$ cat config.mk
export PLATFORM = sky130hd
export DESIGN_NAME = dram_cmd_guard
export DESIGN_NICKNAME = d
export VERILOG_FILES = /design/src/rtl/dram_guard_pkg.sv /design/src/rtl/bank_tracker.sv /design/src/rtl/act_window.sv /design/src/rtl/rd_strobe_pipe.sv /design/src/rtl/dram_cmd_guard.sv
export SDC_FILE = /design/constraint.sdc
export NUM_CORES = 1
export LEC_CHECK = 0
export CORE_MARGIN = 10
export CORE_UTILIZATION = 30
export CTS_CLUSTER_DIAMETER = 150
export DETAILED_ROUTE_END_ITERATION = 8
export PLACE_DENSITY = 0.54
export SETUP_SLACK_MARGIN = 0.1
export SLEW_MARGIN = 15
export SYNTH_ARGS = -nofsm -noshare
export SYNTH_HDL_FRONTEND = slang
export SYNTH_SLANG_ARGS = --single-unit
$ cat constraint.sdc
create_clock -name clk -period 3.4 [get_ports clk]
set_clock_uncertainty 0.1 [all_clocks]
set_input_delay 0.51 -clock clk [delete_from_list [all_inputs] [get_ports clk]]
set_output_delay 0.51 -clock clk [all_outputs]
set_load 0.02 [all_outputs]
$ cat src/rtl/dram_guard_pkg.sv
`timescale 1ns/1ps
package dram_guard_pkg;

    typedef enum logic [1:0] {
        CMD_PRE = 2'd0,
        CMD_ACT = 2'd1,
        CMD_RD  = 2'd2,
        CMD_WR  = 2'd3
    } dram_cmd_e;

    typedef enum logic [1:0] {
        BK_IDLE,
        BK_OPENING,
        BK_ACTIVE,
        BK_CLOSING
    } bank_state_e;

endpackage

$ cat src/rtl/bank_tracker.sv
`timescale 1ns/1ps
module bank_tracker
    import dram_guard_pkg::*;
#(
    parameter int ROW_W  = 14,
    parameter int T_RCD  = 13,
    parameter int T_RP   = 13,
    parameter int T_WREC = 27
) (
    input  logic             clk,
    input  logic             rst_n,
    input  logic             issue_i,
    input  dram_cmd_e        op_i,
    input  logic [ROW_W-1:0] row_i,
    output logic             act_ready_o,
    output logic             is_open_o,
    output logic             col_ready_o,
    output logic             pre_ready_o
);

    localparam int TMAX   = (T_RCD > T_RP) ? T_RCD : T_RP;
    localparam int CNT_W  = $clog2(TMAX + 1);
    localparam int WREC_W = $clog2(T_WREC + 1);
    localparam logic [CNT_W-1:0]  RCD_LOAD  = CNT_W'(T_RCD - 1);
    localparam logic [CNT_W-1:0]  RP_LOAD   = CNT_W'(T_RP - 1);
    localparam logic [WREC_W-1:0] WREC_LOAD = WREC_W'(T_WREC - 1);

    bank_state_e        state_q, state_d;
    logic [CNT_W-1:0]   tmr_q, tmr_d;
    logic [ROW_W-1:0]   row_q, row_d;
    logic [WREC_W-1:0]  wrec_q;

    // state register
    always_ff @(posedge clk or negedge rst_n) begin
        if (!rst_n) begin
            state_q <= BK_IDLE;
            tmr_q   <= '0;
            row_q   <= '0;
        end else begin
            state_q <= state_d;
            tmr_q   <= tmr_d;
            row_q   <= row_d;
        end
    end

    // next state
    always_comb begin
        state_d = state_q;
        row_d   = row_q;
        tmr_d   = (tmr_q != '0) ? tmr_q - CNT_W'(1) : tmr_q;
        unique case (state_q)
            BK_IDLE: begin
                if (issue_i && op_i == CMD_ACT) begin
                    state_d = BK_OPENING;
                    tmr_d   = RCD_LOAD;
                    row_d   = row_i;
                end
            end
            BK_OPENING: begin
                if (issue_i && op_i == CMD_PRE) begin
                    state_d = BK_CLOSING;
                    tmr_d   = RP_LOAD;
                end else if (tmr_q == '0) begin
                    state_d = BK_ACTIVE;
                end
            end
            BK_ACTIVE: begin
                if (issue_i && op_i == CMD_PRE) begin
                    state_d = BK_CLOSING;
                    tmr_d   = RP_LOAD;
                end
            end
            BK_CLOSING: begin
                if (issue_i && op_i == CMD_ACT) begin
                    state_d = BK_OPENING;
                    tmr_d   = RCD_LOAD;
                    row_d   = row_i;
                end else if (tmr_q == '0) begin
                    state_d = BK_IDLE;
                end
            end
        endcase
    end

    // write recovery counter
    always_ff @(posedge clk or negedge rst_n) begin
        if (!rst_n) begin
            wrec_q <= '0;
        end else if (issue_i && op_i == CMD_WR) begin
            wrec_q <= WREC_LOAD;
        end else if (wrec_q != '0) begin
            wrec_q <= wrec_q - WREC_W'(1);
        end
    end

    // outputs
    always_comb begin
        act_ready_o = (state_q == BK_IDLE) ||
                      (state_q == BK_CLOSING && tmr_q == '0);
        is_open_o   = (state_q == BK_OPENING) || (state_q == BK_ACTIVE);
        col_ready_o = ((state_q == BK_ACTIVE) ||
                       (state_q == BK_OPENING && tmr_q == '0)) &&
                      (row_q == row_i);
        pre_ready_o = (wrec_q == '0);
    end

endmodule

$ cat src/rtl/act_window.sv
`timescale 1ns/1ps
module act_window #(
    parameter int T_RRD     = 5,
    parameter int T_FAW     = 26,
    parameter int ACT_LIMIT = 4
) (
    input  logic clk,
    input  logic rst_n,
    input  logic act_issue_i,
    output logic act_ready_o
);

    localparam int RRD_W = $clog2(T_RRD + 1);
    localparam int FAW_W = $clog2(T_FAW + 1);
    localparam int PTR_W = (ACT_LIMIT > 1) ? $clog2(ACT_LIMIT) : 1;
    localparam logic [RRD_W-1:0] RRD_LOAD = RRD_W'(T_RRD - 1);
    localparam logic [FAW_W-1:0] FAW_LOAD = FAW_W'(T_FAW - 1);
    localparam logic [PTR_W-1:0] PTR_LAST = PTR_W'(ACT_LIMIT - 1);

    logic [RRD_W-1:0] rrd_q;
    logic [FAW_W-1:0] slot_q [ACT_LIMIT];
    logic [PTR_W-1:0] ptr_q;

    always_ff @(posedge clk or negedge rst_n) begin
        if (!rst_n) begin
            rrd_q <= '0;
            ptr_q <= '0;
        end else if (act_issue_i) begin
            rrd_q <= RRD_LOAD;
            ptr_q <= (ptr_q == PTR_LAST) ? '0 : ptr_q + PTR_W'(1);
        end else if (rrd_q != '0) begin
            rrd_q <= rrd_q - RRD_W'(1);
        end
    end

    // one expiry timer per activate of the rolling window, oldest at ptr_q
    for (genvar s = 0; s < ACT_LIMIT; s++) begin : g_slot
        always_ff @(posedge clk or negedge rst_n) begin
            if (!rst_n) begin
                slot_q[s] <= '0;
            end else if (act_issue_i && ptr_q == PTR_W'(s)) begin
                slot_q[s] <= FAW_LOAD;
            end else if (slot_q[s] != '0) begin
                slot_q[s] <= slot_q[s] - FAW_W'(1);
            end
        end
    end

    assign act_ready_o = (rrd_q == '0) && (slot_q[ptr_q] == '0);

endmodule

$ cat src/rtl/rd_strobe_pipe.sv
`timescale 1ns/1ps
module rd_strobe_pipe #(
    parameter int T_CL = 13
) (
    input  logic clk,
    input  logic rst_n,
    input  logic rd_issue_i,
    output logic rd_valid_o
);

    if (T_CL == 1) begin : g_single
        logic q;
        always_ff @(posedge clk or negedge rst_n) begin
            if (!rst_n) q <= 1'b0;
            else        q <= rd_issue_i;
        end
        assign rd_valid_o = q;
    end else begin : g_shift
        logic [T_CL-1:0] sr_q;
        always_ff @(posedge clk or negedge rst_n) begin
            if (!rst_n) sr_q <= '0;
            else        sr_q <= {sr_q[T_CL-2:0], rd_issue_i};
        end
        assign rd_valid_o = sr_q[T_CL-1];
    end

endmodule

$ cat src/rtl/dram_cmd_guard.sv
`timescale 1ns/1ps
module dram_cmd_guard
    import dram_guard_pkg::*;
#(
    parameter int NUM_BANKS = 8,
    parameter int ROW_W     = 14,
    parameter int T_RCD     = 13,
    parameter int T_RRD     = 5,
    parameter int T_FAW     = 26,
    parameter int ACT_LIMIT = 4,
    parameter int T_RP      = 13,
    parameter int T_WL      = 9,
    parameter int T_BURST   = 4,
    parameter int T_WTR     = 7,
    parameter int T_WR      = 14,
    parameter int T_CL      = 13
) (
    input  logic                         clk,
    input  logic                         rst_n,
    input  logic                         cmd_valid_i,
    input  logic [1:0]                   cmd_op_i,
    input  logic [$clog2(NUM_BANKS)-1:0] cmd_bank_i,
    input  logic [ROW_W-1:0]             cmd_row_i,
    output logic                         cmd_ok_o,
    output logic                         rd_valid_o
);

    localparam int BANK_W   = $clog2(NUM_BANKS);
    localparam int WTR_SPAN = T_WL + T_BURST + T_WTR;
    localparam int WREC     = T_WL + T_BURST + T_WR;
    localparam int WTR_W    = $clog2(WTR_SPAN + 1);
    localparam logic [WTR_W-1:0] WTR_LOAD = WTR_W'(WTR_SPAN - 1);

    dram_cmd_e            op;
    logic                 issue;
    logic                 win_ok;
    logic [WTR_W-1:0]     wtr_q;
    logic [NUM_BANKS-1:0] bk_issue, bk_act, bk_open, bk_col, bk_pre;

    assign op    = dram_cmd_e'(cmd_op_i);
    assign issue = cmd_valid_i && cmd_ok_o;

    for (genvar b = 0; b < NUM_BANKS; b++) begin : g_bank
        assign bk_issue[b] = issue && (cmd_bank_i == BANK_W'(b));
        bank_tracker #(
            .ROW_W (ROW_W),
            .T_RCD (T_RCD),
            .T_RP  (T_RP),
            .T_WREC(WREC)
        ) u_bank (
            .clk        (clk),
            .rst_n      (rst_n),
            .issue_i    (bk_issue[b]),
            .op_i       (op),
            .row_i      (cmd_row_i),
            .act_ready_o(bk_act[b]),
            .is_open_o  (bk_open[b]),
            .col_ready_o(bk_col[b]),
            .pre_ready_o(bk_pre[b])
        );
    end

    act_window #(
        .T_RRD    (T_RRD),
        .T_FAW    (T_FAW),
        .ACT_LIMIT(ACT_LIMIT)
    ) u_act_window (
        .clk        (clk),
        .rst_n      (rst_n),
        .act_issue_i(issue && op == CMD_ACT),
        .act_ready_o(win_ok)
    );

    // shared write-to-read turnaround
    always_ff @(posedge clk or negedge rst_n) begin
        if (!rst_n) begin
            wtr_q <= '0;
        end else if (issue && op == CMD_WR) begin
            wtr_q <= WTR_LOAD;
        end else if (wtr_q != '0) begin
            wtr_q <= wtr_q - WTR_W'(1);
        end
    end

    always_comb begin
        cmd_ok_o = 1'b0;
        unique case (op)
            CMD_PRE: cmd_ok_o = !bk_open[cmd_bank_i] || bk_pre[cmd_bank_i];
            CMD_ACT: cmd_ok_o = bk_act[cmd_bank_i] && win_ok;
            CMD_RD:  cmd_ok_o = bk_col[cmd_bank_i] && (wtr_q == '0);
            CMD_WR:  cmd_ok_o = bk_col[cmd_bank_i];
        endcase
    end

    rd_strobe_pipe #(
        .T_CL(T_CL)
    ) u_rd_pipe (
        .clk       (clk),
        .rst_n     (rst_n),
        .rd_issue_i(issue && op == CMD_RD),
        .rd_valid_o(rd_valid_o)
    );

endmodule

==> results.md, run 1 <==
* Reg2reg start: u_act_window.slot_q[10]
* Netlist cell types at 60
* Crit path capture type: output pin
* Post-synth top cells: dfrtp_1 (243), mux2_2 (99), nand2_1 (86)
* H-tree levels at 1
* Cells after Synth at around 1300
* Compound-gate portion of the synthesized area at roughly a tenth
* DP Worst Slack at -688 ps
* Nets at between 1500 and 2000
* Slew @ Worst Pin at 690 ps
* Iter 0 DRT Violations at ~510
* Clk Latency, worst-skew pair at about 560 ps
* RD Place Congestion at approximately 0.85
* CTS clk-pin slew, worst paths at approximately 60 ps
* Layout Cells excl Fill at about 2100
* Xor/xnor share of the synthesized area at ~9.1%
* Die height at ~230 um
* Gr usage total at between 10% and 20%
* Flop2flop setup slack at between 100 and 150 ps
* Yosys top cell by area: dfrtp_1
* Row count at between 70 and 80
* Async S/R FF share, synth at 100%
* Worst path cell trace: clkdlybuf4s50_1, xnor2_1, nand4_1, or4_4, o22ai_2, o311ai_2, o31ai_1, buf_4, a31o_4, buf_6
* Relative slew slack at about 54%
* ANT cells at 0
* Port Buffer Count at 23
* Yosys warning count at 0
* Peak supply drop at around 0.43 mV
* Delay-heaviest family, CP: buffers and inverters
* Share of cells above drive strength 1 at between 30% and 40%
* Worst Reg-to-Reg Cells at 11
* Top FF cell, synth: dfrtp_1
* Fmax at roughly 290 MHz
* Power Total at between 10 and 15 mW
* Worst path required time at roughly 2800 ps
* Fillers at approximately 4300
* Min Tclk post-route at approximately 3500 ps
* Seq cells post-synth at ~240
* Core area at approximately 44000 um^2
* Util after Layout at between 30% and 40%
* MaxCap Viol Count at 0
* Clock sinks at around 240
* Syn_nets at ~1400
* Initial antenna violation count at 0
* Largest family of logic cells by synthesized area: simple AND/OR/NAND/NOR gates
* Dpl cell area at about 16000 um^2
* Hold Crit Class: flip-flop to flip-flop
* First-pass GRT wire length at ~54 mm
* Status: finished, violations left
* Seq pwr share at around a third
* Final WS setup at -59.4 ps
* Num CTS Buffers at 28
* Crit path DAT at ~2900 ps
* Worst path max stage delay at 560 ps
* Wirelength, routed at about 33 mm
* Crit-path max FO at 4
* Clock Tree Buf Depth at 3
* Clock Root Buffer: clkbuf_16
* Vias at about 9900
* Hold Crit Start: u_rd_pipe.g_shift.sr_q[5]
* Chip width at approximately 230 um
* Die area at 54000 um^2
* Combinational Power Share at between 30% and 40%
* P_int at a little under 8 mW
* Final setup vio count at 1
* Hold depth at 0
* Kind of critical path: input pin to output pin
* Reg2Reg Capture Point: g_bank[6].u_bank.row_q[10]
* IO Pins at 24
* Antenna Violating Nets Remaining at 0
* Hold Path End: u_rd_pipe.g_shift.sr_q[6]
* DRC Markers at 0
* HPWL after detailed placement at ~23 mm
* Top cell type's share of synthesized area at 45.0%
* Largest net degree at the start of global routing at 82
* Synth Area in Simple Gates at 13.7%
* Starting Density at a little under a third
* Buf/Inv on CP at 3
* Cells after DPL at 2016
* Crit-path slowest cell: or4_4
* Final hold slack at roughly 250 ps
* Drt via density at approximately 4.8
* Seq/Total Area, Yosys at 45.0%
* Clock power share at a little over a quarter
* Area grow syn2layout at 29.5%
* Vias in the first global route at around 10000
* RSZ-0062 raised after global routing: yes
* Grt total ovfl at 0
* Startpoint Class: input pin
* Post-Syn Area at ~14000 um^2
* Psw at 3.98 mW
* Fin Setup TNS at -59.4 ps
* Final Hold Viols at 0
* Leak at about 8.1 nW
* Synth Area in Adders at under 10%
* P per Cell Area at roughly 680 nW/um^2
* Violated checks: negative setup slack
* Count of flip-flops with a built-in enable after synthesis at 0
* Wire per inst at ~16 um
* Cell with the most instances after synthesis: dfrtp_1
* Largest cells by area after synthesis: dfrtp_1 (45%), mux2_2 (8.2%), ha_1 (6.7%)
* Proportion of synthesized area in mux cells at between 10% and 20%
* Period utilization at 102%
* Slew Viols, Final at 0
* First-pass detailed-route iteration total at 6
* Final Instance Area at around 18000 um^2
* Switch share at between 30% and 40%
* Synth Area per Inst at 10.6 um^2
* CTS tree: built
registers in the layout, summed over array words and instances (netlist names):
name,cells
g_bank.u_bank.row_q,112
g_bank.u_bank.state_q,16
g_bank.u_bank.tmr_q,32
g_bank.u_bank.wrec_q,40
u_act_window.ptr_q,2
u_act_window.rrd_q,3
u_act_window.slot_q,20
u_rd_pipe.g_shift.sr_q,13
wtr_q,5
what timing repair did:
item,4_1_cts,5_1_grt
pin swaps,20,12
setup buffers,9,11
endpoints found under the setup margin,85,126
resized for setup,53,54
hold buffers,1,0
cloned,1,1
endpoints found under the hold margin,74,0
how the worst max path moves through the flow:
stage                     slack [ps]  depth (start not counted)          start                    endpoint
after floorplan                  420                         10  cmd_row_i[11]  g_bank[4].u_bank.wrec_q[2]
after global placement          -770                         12   cmd_row_i[8]                    cmd_ok_o
after detailed placement        -690                         11   cmd_row_i[9]                    cmd_ok_o
after CTS                        -20                         12       wtr_q[0]                    cmd_ok_o
after global routing            -130                         12       wtr_q[1]                    cmd_ok_o
final                            -60                         10   cmd_row_i[2]                    cmd_ok_o
logic make-up (layout without fill, tap and decap cells):
kind of cell / count (synthesis) / after routing
simple gates: 348 / 348
mux: 127 / 127
flops: 243 / 243
fa+ha+maj: 72 / 72
compound gates: 213 / 213
buf+inv: 137 / 352
xor+xnor: 141 / 141
cell type report:
type | instances | area, um^2 | area share (%)
Multi-Input combinational cell | 901 | 7350 | 42.0
Sequential cell | 243 | 6080 | 34.7
Timing Repair Buffer | 233 | 2140 | 12.2
Clock buffer | 39 | 823 | 4.70
Tap cell | 592 | 741 | 4.23
Inverter | 70 | 263 | 1.50
Clock inverter | 10 | 111 | 0.636
worst reg2reg max path: stages (launching register included):
cell and delay (ps):
dfrtp_1 400, or4_1 540, nor2_1 130, mux4_2 300, nand4_1 110, buf_4 160, buf_4 130, or2_4 270
buf_12 140, or3_4 410, clkbuf_16 190, mux2_2 270
cell usage in the layout (no fill, tap or decap), drive strengths merged, types with 6 or more instances in the layout:
cell type / instances
and2: 7
nand2: 86
a221o: 8
inv: 70
mux2: 121
nand4: 15
nor4: 30
or3: 19
nor2: 60
xnor2: 81
a221oi: 6
clkbuf: 41
ha: 72
nor3b: 9
xor2: 60
nand3: 23
nor4b: 6
clkdlybuf4s50: 18
nand2b: 26
a2111oi: 6
nand3b: 7
o21ai: 55
nor2b: 8
o21a: 20
a21oi: 55
buf: 208
a211oi: 13
a21o: 6
nor3: 30
dfrtp: 243
o22ai: 8
routing by layer:
metal	global-route usage, %	wire length [um]	up-vias
li1	-	-	4873
met4	3.25	755	0
met1	16.4	16000	4911
met5	0	0	-
met3	1.80	947	46
met2	19.8	15400	108
power by group through the flow:
stage / sequential (mW) / clock, mW / combinational (mW)
finish: 4.10 / 3.08 / 4.66
global route: 4.19 / 3.29 / 5.29
CTS: 4.06 / 3.18 / 4.51
detailed placement: 4.08 / 0 / 4.36
global placement: 4.06 / 0 / 4.23
floorplan: 4.01 / 0 / 2.91
Note: power is estimated with default switching activity, not from simulation.
==> run 2: changes to the inputs <==
--- a/config.mk
+++ b/config.mk
@@ -11,7 +11,7 @@
 export DETAILED_ROUTE_END_ITERATION = 8
 export PLACE_DENSITY = 0.54
 export SETUP_SLACK_MARGIN = 0.1
-export SLEW_MARGIN = 15
+export SLEW_MARGIN = 20
 export SYNTH_ARGS = -nofsm -noshare
 export SYNTH_HDL_FRONTEND = slang
 export SYNTH_SLANG_ARGS = --single-unit
==> results of run 2 <==
Final layout, timing and power as in run 1 (identical DEF).
==> run 3: changes to the inputs <==
--- a/config.mk
+++ b/config.mk
@@ -5,12 +5,12 @@
 export SDC_FILE = /design/constraint.sdc
 export NUM_CORES = 1
 export LEC_CHECK = 0
-export CORE_MARGIN = 10
+export CORE_MARGIN = 2
 export CORE_UTILIZATION = 30
 export CTS_CLUSTER_DIAMETER = 150
 export DETAILED_ROUTE_END_ITERATION = 8
 export PLACE_DENSITY = 0.54
-export SETUP_SLACK_MARGIN = 0.1
+export SETUP_SLACK_MARGIN = 0.5
 export SLEW_MARGIN = 20
 export SYNTH_ARGS = -nofsm -noshare
 export SYNTH_HDL_FRONTEND = slang
==> constraint.sdc (replaced) <==
create_clock -name clk -period 3.4 [get_ports clk]
set_clock_uncertainty 0.1 [all_clocks]
set_input_delay 0.68 -clock clk [delete_from_list [all_inputs] [get_ports clk]]
set_output_delay 0.68 -clock clk [all_outputs]
set_load 0.02 [all_outputs]
==> results.md, run 3 (synthesized netlist as in run 1, its figures left out) <==
* Status: finished, violations left
* Violated checks: negative setup slack
* CTS tree: built
* Wire per inst at 17.3 um (+8.9%)
* Max reg flops at 112 (unchanged)
* DRC Markers at 0 (unchanged)
* Area grow syn2layout at 41.9%
* RD Place Congestion at 0.843 (-0.86%)
* HPWL after detailed placement at 24.5 mm (+5.7%)
* MaxCap Viol Count at 0 (unchanged)
* Peak supply drop at 0.269 mV (-37%)
* CTS clk-pin slew, worst paths at 60 ps (about the same)
* Clock Root Buffer: clkbuf_16
* Wirelength, routed at 37.3 mm (+13%)
* Layout Cells excl Fill at 2158 (+3.4%)
* Combinational Power Share at 43.7% (+4.3 points)
* Seq pwr share at 32.1% (-2.5 points)
* Die area at 46800 um^2 (-13%)
* Min Tclk post-route at 3770 ps (+315 ps)
* Crit path capture type: output pin
* Period utilization at 111% (+9.3 points)
* Hold Crit Class: input pin to asynchronous set/reset pin
* Starting Density at 30.5% (+0.066 points)
* Initial antenna violation count at 2 (+2)
* Grt total ovfl at 0 (unchanged)
* Share of cells above drive strength 1 at 39.6% (+8.7 points)
* Slew Viols, Final at 0 (unchanged)
* Vias in the first global route at 10600 (+4.7%)
* Chip width at 216 um (-6.9%)
* Most common cell after layout, fill and taps aside: dfrtp_1
* Vias at 10500 (+5.3%)
* Die height at 216 um (-6.9%)
* Num CTS Buffers at 28 (unchanged)
* Psw at 4.34 mW (+9.0%)
* RSZ-0062 raised after global routing: yes
* Drt via density at 4.85 (+1.9%)
* Gr usage total at 15.1% (+3.0 points)
* Core area at 44300 um^2 (-0.22%)
* Switch share at 34.5% (+0.84 points)
* IO Pins at 24 (unchanged)
* Port Buffer Count at 23 (unchanged)
* Fmax at 265 MHz (-8.4%)
* Regs by FF count: g_bank.u_bank.row_q x112, g_bank.u_bank.wrec_q x40, g_bank.u_bank.tmr_q x32
* Antenna Violating Nets Remaining at 0 (unchanged)
* Nets at 1638 (+4.3%)
* Crit-path max FO at 5 (+1)
* Final setup vio count at 91 (+90)
* Kind of critical path: input pin to output pin
* Largest net degree at the start of global routing at 80 (-2.4%)
* Power Total at 12.6 mW (+6.3%)
* Dpl cell area at 16100 um^2 (+1.6%)
* First-pass detailed-route iteration total at 5 (-1)
* Most frequent cells in the layout: dfrtp_1 (241), buf_4 (202), mux2_4 (101)
* H-tree levels at 1 (unchanged)
* P per Cell Area at 656 nW/um^2 (-3.0%)
* Startpoint Class: input pin
* Leak at 8.87 nW (+9.8%)
* Final hold slack at 13.5 ps (-234 ps)
* Clock Tree Buf Depth at 3 (unchanged)
* P_int at 8.25 mW (+5.0%)
* Final Instance Area at 19200 um^2 (+9.6%)
* Slew @ Worst Pin at 648 ps (-42.1 ps)
* Worst path required time at 2620 ps (-170 ps)
* Cells after DPL at 2048 (+1.6%)
* Iter 0 DRT Violations at 532 (+4.1%)
* Row count at 77 (unchanged)
* Relative slew slack at 56.8% (+2.8 points)
* Crit path DAT at 2990 ps (+140 ps)
* First-pass GRT wire length at 57.3 mm (+6.4%)
* Clock power share at 24.2% (-1.8 points)
* Largest Register: g_bank.u_bank.row_q
* Final Hold Viols at 0 (unchanged)
* Clock sinks at 243 (unchanged)
* Fin Setup TNS at -5990 ps (-5930 ps)
* Clk Latency, worst-skew pair at 570 ps (about the same)
* Final WS setup at -375 ps (-315 ps)
## run 3: cell count changes in the layout (fill, tap and decap cells not counted), moves of 11 or more
cell	before	now
buf_4	181	202
buf_6	4	38
clkdlybuf4s50_1	18	7
mux2_2	99	20
mux2_4	20	101
nand2_1	85	65
nand2_4	0	11
o21ai_0	47	22
o21ai_2	4	19
## run 3: final cells by class
type,count,area (um^2)
Sequential cell,243,6080
Antenna cell,1,2.50
Timing Repair Buffer,300,2910
Inverter,70,263
Clock buffer,40,846
Multi-Input combinational cell,901,8250
Fill cell,4145,25100
Clock inverter,11,96.3
Tap cell,592,741
## run 3: critical path, stage by stage
cell and delay [ps]:
clkdlybuf4s15_1 200, buf_12 150, buf_8 130, xor2_1 160, nor4_1 240, nand3_1 150
nor4_1 350, o22ai_1 150, o31ai_2 380, buf_4 190, a31o_4 100, buf_6 110
## run 3: final timing paths
kind                                               endpoint                         from  slack (ps)  depth (start not counted)
worst max-delay path                               cmd_ok_o                 cmd_row_i[4]        -370                         12
worst min-delay path                               wtr_q[2]                        rst_n          10                          1
worst max register to register   g_bank[1].u_bank.row_q[10]  g_bank[6].u_bank.state_q[0]        -150                         18
worst min register to register   u_rd_pipe.g_shift.sr_q[10]    u_rd_pipe.g_shift.sr_q[9]         250                          0
max in group asynchronous       g_bank[6].u_bank.state_q[0]                        rst_n        2320                          2
min in group clk                 u_rd_pipe.g_shift.sr_q[10]    u_rd_pipe.g_shift.sr_q[9]         250                          0
## run 3: timing repair
| item | CTS | global route |
|---|---|---|
| buffers inserted | 28 | 23 |
| hold buffers | 0 | 0 |
| pin swaps | 44 | 51 |
| gates cloned | 2 | 5 |
| setup endpoints to repair | 207 | 218 |
| gates resized for setup | 161 | 244 |
## run 3: per-stage QoR
stage / worst slack [ps] / utilization, %
after detailed placement: -1180 / 36.4
after CTS: -352 / 40.4
after floorplan: 407 / -
after global placement: -1090 / 36.4
final: -375 / 43.3
after global routing: -453 / 43.3
## run 3: power groups by stage
stage	logic (mW)	clock network, mW	registers (mW)
after floorplan	2.95	0	4.01
after global placement	4.49	0	4.03
after detailed placement	4.64	0	4.05
after CTS	4.85	3.13	4.03
after global routing	6.13	3.25	4.14
final	5.50	3.05	4.04
## run 3: layer usage
metal	track usage [%]	part of all wire, %
met5	0	0
met4	3.36	2.2
met3	2.76	3.6
met2	25.4	47
met1	20.3	47
